**src/rtl/seq_pkg.sv**
```systemverilog
// Shared types and command codes for the sector erase queue.
package seq_pkg;
    typedef enum logic [1:0] {
        ST_IDLE   = 2'd0,
        ST_WINDOW = 2'd1,
        ST_ERASE  = 2'd2
    } q_state_t;

    localparam logic [7:0] CODE_SECTOR  = 8'h30;
    localparam logic [7:0] CODE_SUSPEND = 8'hB0;
endpackage

```
**src/rtl/window_timer.sv**
```systemverilog
// Acceptance window counter.
// Counts ticks while run is high and clears on restart. expire is high on
// the tick that completes TICKS counts.
// Assumes tick, restart and run are synchronous single-cycle qualifiers.
module window_timer #(
    parameter int TICKS = 16
) (
    input  logic clk,
    input  logic rst_n,
    input  logic run,
    input  logic restart,
    input  logic tick,
    output logic expire
);
    localparam int CW = $clog2(TICKS + 1);

    logic [CW-1:0] cnt;

    // Final tick of the window: running, not restarted, count at its last value.
    assign expire = run && !restart && tick && (cnt == CW'(TICKS - 1));

    // Tick counter: held at zero when idle or restarted, wraps on expiry.
    always_ff @(posedge clk) begin
        if (!rst_n) begin
            cnt <= '0;
        end else if (!run || restart) begin
            cnt <= '0;
        end else if (tick) begin
            cnt <= expire ? '0 : cnt + 1'b1;
        end
    end

    AST_CNT_BOUND: assert property (@(posedge clk) disable iff (!rst_n)
        cnt < CW'(TICKS)) else $error("window count out of range");

    AST_RESTART_ZERO: assert property (@(posedge clk) disable iff (!rst_n)
        restart |=> (cnt == '0)) else $error("restart did not clear count");
endmodule

```
**src/rtl/sector_bitmap.sv**
```systemverilog
// Sector selection bitmap.
// load_first replaces the map with one sector. add_en sets a further bit,
// unless that bit is already set or MAX_SEL bits are set. clear empties the map.
// Assumes at most one of load_first, add_en and clear is high in a cycle.
module sector_bitmap #(
    parameter int NUM_SECTORS = 16,
    parameter int MAX_SEL     = 8
) (
    input  logic                           clk,
    input  logic                           rst_n,
    input  logic                           load_first,
    input  logic                           add_en,
    input  logic                           clear,
    input  logic [$clog2(NUM_SECTORS)-1:0] sector,
    output logic [NUM_SECTORS-1:0]         mask
);
    localparam int SW  = $clog2(NUM_SECTORS);
    localparam int CNW = $clog2(NUM_SECTORS + 1);

    logic [CNW-1:0] sel_count;
    logic           full;

    // Number of sectors currently selected.
    always_comb begin
        sel_count = '0;
        for (int i = 0; i < NUM_SECTORS; i++) begin
            sel_count = sel_count + CNW'(mask[i]);
        end
    end

    assign full = (sel_count >= CNW'(MAX_SEL));

    // One flop per sector bit.
    for (genvar g = 0; g < NUM_SECTORS; g++) begin : g_bit
        logic hit;
        assign hit = (sector == SW'(g));

        // Per-bit update: clear or first load rewrites it, add only sets it.
        always_ff @(posedge clk) begin
            if (!rst_n) begin
                mask[g] <= 1'b0;
            end else if (clear) begin
                mask[g] <= 1'b0;
            end else if (load_first) begin
                mask[g] <= hit;
            end else if (add_en && hit && !full) begin
                mask[g] <= 1'b1;
            end
        end
    end

    AST_SEL_LIMIT: assert property (@(posedge clk) disable iff (!rst_n)
        $countones(mask) <= MAX_SEL) else $error("too many sectors");

    AST_CLEAR_EMPTY: assert property (@(posedge clk) disable iff (!rst_n)
        clear |=> (mask == '0)) else $error("clear left bits set");

    AST_FIRST_ONEHOT: assert property (@(posedge clk) disable iff (!rst_n)
        load_first |=> ($countones(mask) == 1)) else $error("first load not one-hot");
endmodule

```
**src/rtl/queue_ctrl.sv**
```systemverilog
// Queue sequencing state machine.
// Idle -> window on a full sequence. Window -> erase on expiry or suspend.
// A foreign command in the window or the erase returns to idle and clears.
// erase_done returns to idle from the erase.
// Assumes cmd_valid and seq_start are single-cycle and never both high.
module queue_ctrl
    import seq_pkg::*;
(
    input  logic       clk,
    input  logic       rst_n,
    input  logic       seq_start,
    input  logic       cmd_valid,
    input  logic [7:0] cmd_code,
    input  logic       we_fall,
    input  logic       erase_done,
    input  logic       expire,
    output logic       run,
    output logic       restart,
    output logic       load_first,
    output logic       add_en,
    output logic       clear,
    output logic       erase_start,
    output logic       dly_done
);
    q_state_t state, state_nx;
    logic     is_sector, is_susp, is_other, launch;

    // Command classification.
    assign is_sector = (cmd_code == CODE_SECTOR);
    assign is_susp   = (cmd_code == CODE_SUSPEND);
    assign is_other  = !is_sector && !is_susp;

    // Datapath strobes derived from state and the incoming command.
    always_comb begin
        run        = (state == ST_WINDOW);
        restart    = run && (we_fall || cmd_valid);
        load_first = (state == ST_IDLE) && seq_start;
        add_en     = run && cmd_valid && is_sector;
        launch     = run && ((cmd_valid && is_susp) || (!cmd_valid && expire));
        clear      = ((state != ST_IDLE) && cmd_valid && is_other)
                   || ((state == ST_ERASE) && erase_done);
    end

    // Next-state selection.
    always_comb begin
        state_nx = state;
        case (state)
            ST_IDLE:   if (seq_start) state_nx = ST_WINDOW;
            ST_WINDOW: if (clear) state_nx = ST_IDLE;
                       else if (launch) state_nx = ST_ERASE;
            ST_ERASE:  if (clear) state_nx = ST_IDLE;
            default:   state_nx = ST_IDLE;
        endcase
    end

    // State register and registered launch pulse.
    always_ff @(posedge clk) begin
        if (!rst_n) begin
            state       <= ST_IDLE;
            erase_start <= 1'b0;
        end else begin
            state       <= state_nx;
            erase_start <= launch && !clear;
        end
    end

    assign dly_done = (state != ST_WINDOW);

    AST_START_PULSE: assert property (@(posedge clk) disable iff (!rst_n)
        erase_start |=> !erase_start) else $error("start longer than a cycle");

    AST_START_IN_ERASE: assert property (@(posedge clk) disable iff (!rst_n)
        erase_start |-> dly_done) else $error("start with window open");

    AST_SUSP_LAUNCH: assert property (@(posedge clk) disable iff (!rst_n)
        (!dly_done && cmd_valid && cmd_code == CODE_SUSPEND) |=> erase_start)
        else $error("suspend did not launch");

    AST_IDLE_HOLD: assert property (@(posedge clk) disable iff (!rst_n)
        (state == ST_IDLE && !seq_start) |=> (state == ST_IDLE))
        else $error("left idle without a sequence");
endmodule

```
**src/rtl/sector_erase_queue.sv**
```systemverilog
// Top of the sector erase queue: controller, window timer and sector bitmap.
// Assumes decoded inputs are synchronous one-cycle pulses on clk.
module sector_erase_queue #(
    parameter int NUM_SECTORS  = 16,
    parameter int MAX_SEL      = 8,
    parameter int WINDOW_TICKS = 16,
    localparam int SECT_W      = $clog2(NUM_SECTORS)
) (
    input  logic                   clk,
    input  logic                   rst_n,
    input  logic                   seq_start,
    input  logic                   cmd_valid,
    input  logic [7:0]             cmd_code,
    input  logic [SECT_W-1:0]      cmd_sector,
    input  logic                   we_fall,
    input  logic                   tick,
    input  logic                   erase_done,
    output logic [NUM_SECTORS-1:0] sector_mask,
    output logic                   erase_start,
    output logic                   dly_done
);
    logic run, restart, expire, load_first, add_en, clear;

    queue_ctrl u_ctrl (
        .clk(clk), .rst_n(rst_n), .seq_start(seq_start), .cmd_valid(cmd_valid),
        .cmd_code(cmd_code), .we_fall(we_fall), .erase_done(erase_done),
        .expire(expire), .run(run), .restart(restart), .load_first(load_first),
        .add_en(add_en), .clear(clear), .erase_start(erase_start),
        .dly_done(dly_done)
    );

    window_timer #(.TICKS(WINDOW_TICKS)) u_timer (
        .clk(clk), .rst_n(rst_n), .run(run), .restart(restart), .tick(tick),
        .expire(expire)
    );

    sector_bitmap #(.NUM_SECTORS(NUM_SECTORS), .MAX_SEL(MAX_SEL)) u_map (
        .clk(clk), .rst_n(rst_n), .load_first(load_first), .add_en(add_en),
        .clear(clear), .sector(cmd_sector), .mask(sector_mask)
    );

    AST_START_HAS_MASK: assert property (@(posedge clk) disable iff (!rst_n)
        erase_start |-> (sector_mask != '0)) else $error("launch with empty mask");

    AST_LATE_NO_LOAD: assert property (@(posedge clk) disable iff (!rst_n)
        (dly_done && !seq_start && !clear) |=> $stable(sector_mask) || (sector_mask == '0))
        else $error("mask changed outside window");
endmodule

```
**config.mk**
```make
export PLATFORM = sky130hd
export DESIGN_NAME = sector_erase_queue
export DESIGN_NICKNAME = d
export VERILOG_FILES = /design/src/rtl/seq_pkg.sv /design/src/rtl/window_timer.sv /design/src/rtl/sector_bitmap.sv /design/src/rtl/queue_ctrl.sv /design/src/rtl/sector_erase_queue.sv
export SDC_FILE = /design/constraint.sdc
export NUM_CORES = 1
export LEC_CHECK = 0
export ABC_AREA = 0
export CORE_UTILIZATION = 51
export CTS_CLUSTER_DIAMETER = 120
export DETAILED_ROUTE_END_ITERATION = 10
export PLACE_DENSITY = 0.8
export SLEW_MARGIN = 0
export SYNTH_ARGS = -nofsm -noshare
export SYNTH_HDL_FRONTEND = slang
export SYNTH_SLANG_ARGS = --single-unit
```
**constraint.sdc**
```tcl
create_clock -name clk -period 9 [get_ports clk]
set_input_delay 0.9 -clock clk [delete_from_list [all_inputs] [get_ports clk]]
set_output_delay 0.9 -clock clk [all_outputs]
set_load 0.1 [all_outputs]
```
==> metrics.txt, run 1 <==
max_cap viols=0; Register-to-Register Path Depth=12; CP Capture Type=flop; fin crit period=4.22 ns; wire per inst=14.4 um; Final GP Congestion=0.805; Worst Skew=0.0123 ns; first-pass GRT wire length=4.97 mm; status=completed; Post-CTS Setup Bufs=0; Worst setup SP type=flop; CP Class=flop to flop; nets=218; Crit path arrival time=between 4 and 5 ns; Hold Path Stages=2; Worst Hold End=u_timer.cnt[4]; fraction of layout cells with a size suffix above 1=0.0495; Post-synth EDFFs=0; Die Span X=54.3 um; share of the synthesized area in the top cell type=0.344; Pwr Density=114 mW/mm2; Top Ports=37; Tot GR Track Use=0.239; pin count of the biggest net entering global routing=17; clk root buf=clkbuf_4; worst-path fanout max=4; CTS Buf Count=3; max-slew violations=0; GRT Residual Overflow=0; setup TNS=0 ns; RR Endpoint=u_map.mask[8]; clock tree buffer depth=2; Worst Max-Slew Pin Slew=0.982 ns; commonest non-fill, non-tap cell in the layout=clkdlybuf4s50_1; Static Leakage=0.636 nW; vias=1203; initial antenna violation count=0; Max VDD drop=91.3 uV; Post-Synthesis Cells=144; worst r2r src=u_map.mask[0]; ys async rst share=0; FF-to-FF setup slack=4.78 ns; remaining antenna violation count after routing=0; Syn Nets=approximately 180; filler cell count=about 200; Seq/Total Area, Yosys=0.344; CTS tree=built; final WL=3.05 mm; worst rel slew slack=0.343; RSZ-0062 raised after global routing=false; core area=roughly 0.0025 mm2; commonest non-fill, non-tap cells in the layout=36 x clkdlybuf4s50_1, 24 x dfxtp_1, 22 x inv_1, 17 x o2bb2ai_1, 13 x nor2_1; Tcrit/Tclk final=0.469; row count=18; Main synth FF type=dfxtp_1; DRT iter0 DRCs=38; Achievable Freq=between 200 and 250 MHz; worst hold path class=flop to flop; placed cell count=208; largest cells by area after synthesis=dfxtp_1 34%, fa_1 14%, o2bb2ai_1 11%, inv_1 5.9%, ha_1 5.4%; post-CTS sizing=0; CTS Hold Bufs=0; Die ar.=0.00295 mm2; WP data required=9.21 ns; Clock transition at path regs=0.14 ns; Synth cell types=32; diode count=0; post-route insts no fill=between 200 and 250; synthesized area=0.00140 mm2; Final Cell Area=roughly 0.0018 mm2; Post-DP HPWL=2.42 mm; input/output buffers=36; Hold Startpoint=u_timer.cnt[4]; initial core utilization=0.553; H-tree levels=1; Die Y=54.3 um; clock latency on the worst-skew pair=0.32 ns; via/cell ratio=5.67; area leader, netlist=dfxtp_1; average cell area after synthesis=between 9 and 10 um2; Final Hold Viols=0; # clock sinks=24; final setup violation count=0; vias in the first global route=1152; YS warnings=0; Synth Register Bits=24; DP Area=0.00176 mm2; DRT Pass-1 Iters=4; area delta synth->final=29.0%; Post-route DRC=0
-- cells in the mapped netlist, types with 3 or more instances --
| master | count |
|---|---|
| nand2_1 | 9 |
| o2bb2ai_1 | 17 |
| nor3_1 | 5 |
| inv_1 | 22 |
| ha_1 | 6 |
| nand3b_1 | 3 |
| a31oi_1 | 4 |
| dfxtp_1 | 24 |
| nor2_1 | 13 |
| fa_1 | 10 |
| nand2b_1 | 3 |
| nand3_1 | 3 |
-- layer usage --
metal  GRT usage  up-vias  share of wire
li1            -      570              -
met4      0.0855        0          0.014
met5           0        -              0
met1       0.307      579           0.45
met2       0.400       48           0.48
met3      0.0417        6          0.059
-- power by group --
group          switching [mW]  internal (mW)
Combinational          0.0232         0.0152
Sequential            0.00124          0.108
Clock                  0.0324         0.0247
Total                  0.0568          0.148
-- area by class of cell --
type	count	area [um2]	share of cell area
multi-input combinational	96	802	0.446
sequential	24	480	0.267
timing repair buffer	36	360	0.200
inverter	22	82.6	0.0459
tap	30	37.5	0.0209
clock buffer	4	36.3	0.0202
-- sequential cells by signal, summed over array words and instances (netlist names) --
name	count
u_ctrl.erase_start	1
u_ctrl.state	2
u_map.mask	16
u_timer.cnt	5
-- worst max-delay path, stage by stage (launching register included) --
cell	delay (ns)
dfxtp_1	0.36
ha_1	0.29
inv_1	0.07
fa_1	0.42
fa_1	0.49
fa_1	0.53
fa_1	0.43
fa_1	0.42
fa_1	0.38
nand2_1	0.08
mux2i_1	0.12
a31oi_1	0.39
o2bb2ai_1	0.13
-- logic make-up after synthesis --
| kind of cell | Yosys count | synth area share |
|---|---|---|
| AO/OA/AOI/OAI | 28 | 0.170 |
| XOR/XNOR | 2 | 0.0126 |
| adder cells (fa/ha/maj) | 16 | 0.197 |
| buffers and inverters | 24 | 0.0807 |
| flip-flops | 24 | 0.344 |
| multiplexers | 2 | 0.0144 |
| AND/OR/NAND/NOR | 48 | 0.181 |
-- through the flow --
stage | utilization | power, mW | setup slack, ns | hold WS (ns)
2_1_floorplan | - | 0.136 | 4.37 | 0.423
3_3_place_gp | 0.699 | 0.148 | 4.85 | 0.435
3_5_place_dp | 0.699 | 0.149 | 4.83 | 0.437
4_1_cts | 0.713 | 0.206 | 4.79 | 0.456
5_1_grt | 0.713 | 0.212 | 4.56 | 0.478
6_report | 0.713 | 0.204 | 4.78 | 0.452
-- worst max path at each step --
stage / startpoint / end / slack (ns)
floorplan: u_map.mask[1] / u_map.mask[8] / 4.37
global route: u_map.mask[0] / u_map.mask[8] / 4.56
global placement: u_map.mask[0] / u_map.mask[8] / 4.85
detailed placement: u_map.mask[0] / u_map.mask[8] / 4.83
CTS: u_map.mask[0] / u_map.mask[8] / 4.79
finish: u_map.mask[0] / u_map.mask[8] / 4.78
Power figures use the tool's default switching activity.
==> run 2, diff against run 1 <==
- CORE_UTILIZATION: 51 -> 43
- PLACE_DENSITY: 0.8 -> 0.72
- clock period: 9 -> 3.6 ns (I/O delays scaled with it)
==> metrics.txt, run 2 (synthesis results as in run 1) <==
status=finished, violations left; failing checks=negative setup slack; Pwr Density=252 mW/mm2 (+120%); crit path launch=u_map.mask[1]; FF-to-FF setup slack=-0.38 ns (-5.16 ns); remaining antenna violation count after routing=0 (unchanged); DRT met1 WL=1.48 mm (+8.3%); Final Cell Area=0.00205 mm2 (+14%); wire per inst=13.6 um (-5.5%); Worst Skew=0.00772 ns (-0.00454 ns); pin count of the biggest net entering global routing=17 (unchanged); max reg flops=16 (unchanged); highest metal used=met4; clock latency on the worst-skew pair=0.32 ns (about the same); DP Area=0.00191 mm2 (+8.2%); Static Leakage=0.713 nW (+12%); Tcrit/Tclk final=1.10 (+0.636); DRT iter0 DRCs=25 (-34%); DR WL met2=1.60 mm (+10%); worst hold path class=flop to flop; area delta synth->final=46.8%; initial core utilization=0.453 (-0.0998); Worst Max-Slew Pin Slew=0.971 ns (-0.0109 ns); input/output buffers=36 (unchanged); Post-route DRC=0 (unchanged); first-pass GRT wire length=5.37 mm (+8.1%); biggest regs=u_map.mask x16, u_timer.cnt x5, u_ctrl.state x2; fin crit period=3.98 ns (-0.241 ns); Die ar.=0.00348 mm2 (+18%); nets=229 (+5.0%); post-route insts no fill=237 (+12%); H-tree levels=1 (unchanged); max_cap viols=0 (unchanged); Post-DP HPWL=2.51 mm (+3.8%); most used cell along the critical path=fa_1; worst-path fanout max=4 (unchanged); Die Y=59.0 um (+8.6%); clock tree buffer depth=2 (unchanged); Critical Path Sink=u_map.mask[13]; Top Ports=37 (unchanged); Final GP Congestion=0.842 (+4.6%); Detail Route met3 WL=97 um (-46%); Die Span X=59.0 um (+8.6%); Final Hold Viols=0 (unchanged); core area=0.00308 mm2 (+22%); critical path's largest stage delay=0.57 ns (+0.04 ns); final WL=3.22 mm (+5.7%); initial antenna violation count=0 (unchanged); commonest non-fill, non-tap cell in the layout=clkdlybuf4s50_1; Pwr Total=0.517 mW (+150%); fraction of layout cells with a size suffix above 1=0.218 (+0.168); CTS Buf Count=3 (unchanged); filler cell count=247 (+21%); critical path, cell by cell=ha_4 > inv_2 > fa_1 > fa_1 > fa_1 > fa_1 > inv_1 > ha_1 > nor2b_1 > o21ai_1 > mux2i_2 > buf_6 > a31oi_4 > o2bb2ai_2; max-slew violations=0 (unchanged); # clock sinks=24 (unchanged); Finished Core Util=0.665 (-0.0478); final setup violation count=16 (+16); GRT Residual Overflow=0 (unchanged); Post-Place Setup Slack=-0.541 ns (-5.37 ns); DRT Pass-1 Iters=4 (unchanged); row count=20 (+2); worst hold margin=0.468 ns (+0.0163 ns); RR Endpoint=u_map.mask[13]; placed cell count=231 (+11%); fin worst setup slack=-0.376 ns (-5.16 ns); Worst setup SP type=flop; Max VDD drop=217 uV (+140%); Clock transition at path regs=0.14 ns (about the same); commonest non-fill, non-tap cells in the layout=36 x clkdlybuf4s50_1, 21 x inv_1, 17 x dfxtp_1, 13 x nor2_1, 11 x o2bb2ai_1; Biggest register=u_map.mask; diode count=0 (unchanged); worst r2r src=u_map.mask[1]; Achievable Freq=252 MHz (+6.1%); WP data required=3.86 ns (-5.35 ns); CTS tree=built; Register-to-Register Path Depth=14 (+2); Crit path arrival time=4.23 ns (-0.20 ns); CP Class=flop to flop; CP Capture Type=flop; via/cell ratio=5.11 (-9.9%); Slowest cell on crit path=fa_1; Tot GR Track Use=0.208 (-0.0311); setup TNS=-5.28 ns (-5.28 ns); worst rel slew slack=0.351 (+0.00731); clk root buf=clkbuf_4; vias=1212 (+0.75%); vias in the first global route=1180 (+2.4%); RSZ-0062 raised after global routing=true
==> run 2: power by group <==
| group | switching (mW) | leakage, nW | internal, mW |
|---|---|---|---|
| logic | 0.0628 | 0.493 | 0.0422 |
| clock network | 0.0823 | 0.0210 | 0.0619 |
| registers | 0.00294 | 0.199 | 0.264 |
| total | 0.148 | 0.713 | 0.369 |
==> run 2: worst min-delay path by stage <==
stage / slack [ns] / depth (start not counted) / end / start
2_1_floorplan: 0.42 / 2 / u_timer.cnt[4] / u_timer.cnt[4]
3_3_place_gp: 0.44 / 2 / u_timer.cnt[4] / u_timer.cnt[4]
3_5_place_dp: 0.45 / 2 / u_timer.cnt[4] / u_timer.cnt[4]
4_1_cts: 0.47 / 2 / u_timer.cnt[4] / u_timer.cnt[4]
5_1_grt: 0.50 / 2 / u_timer.cnt[4] / u_timer.cnt[4]
6_report: 0.47 / 2 / u_timer.cnt[4] / u_timer.cnt[4]
==> run 2: what timing repair did <==
action	CTS	global route
hold buffers	0	0
pin swaps	9	2
buffers inserted	2	0
setup endpoints to repair	16	16
hold endpoints to repair	0	0
gates cloned	0	0
resized for setup	9	4
==> run 2: metal layers <==
metal	vias up	GRT usage
met3	7	0.0374
met1	584	0.265
met5	-	0
met4	0	0.0544
li1	593	-
met2	28	0.362
==> run 2: area by class of cell <==
| class | count | area [um2] | share of cell area |
|---|---|---|---|
| Sequential cell | 24 | 507 | 0.247 |
| Tap cell | 44 | 55.1 | 0.0269 |
| Multi-Input combinational cell | 96 | 921 | 0.450 |
| Timing Repair Buffer | 47 | 447 | 0.218 |
| Inverter | 22 | 82.6 | 0.0403 |
| Clock buffer | 4 | 36.3 | 0.0177 |
==> run 2: worst max-delay path: cells and delay by family (launching register included) <==
family | cells | cell delay [ns]
fa+ha+maj | 6 | 2.43
compound gates | 3 | 0.50
mux | 1 | 0.24
simple gates | 1 | 0.13
buf+inv | 3 | 0.25
flops | 1 | 0.38
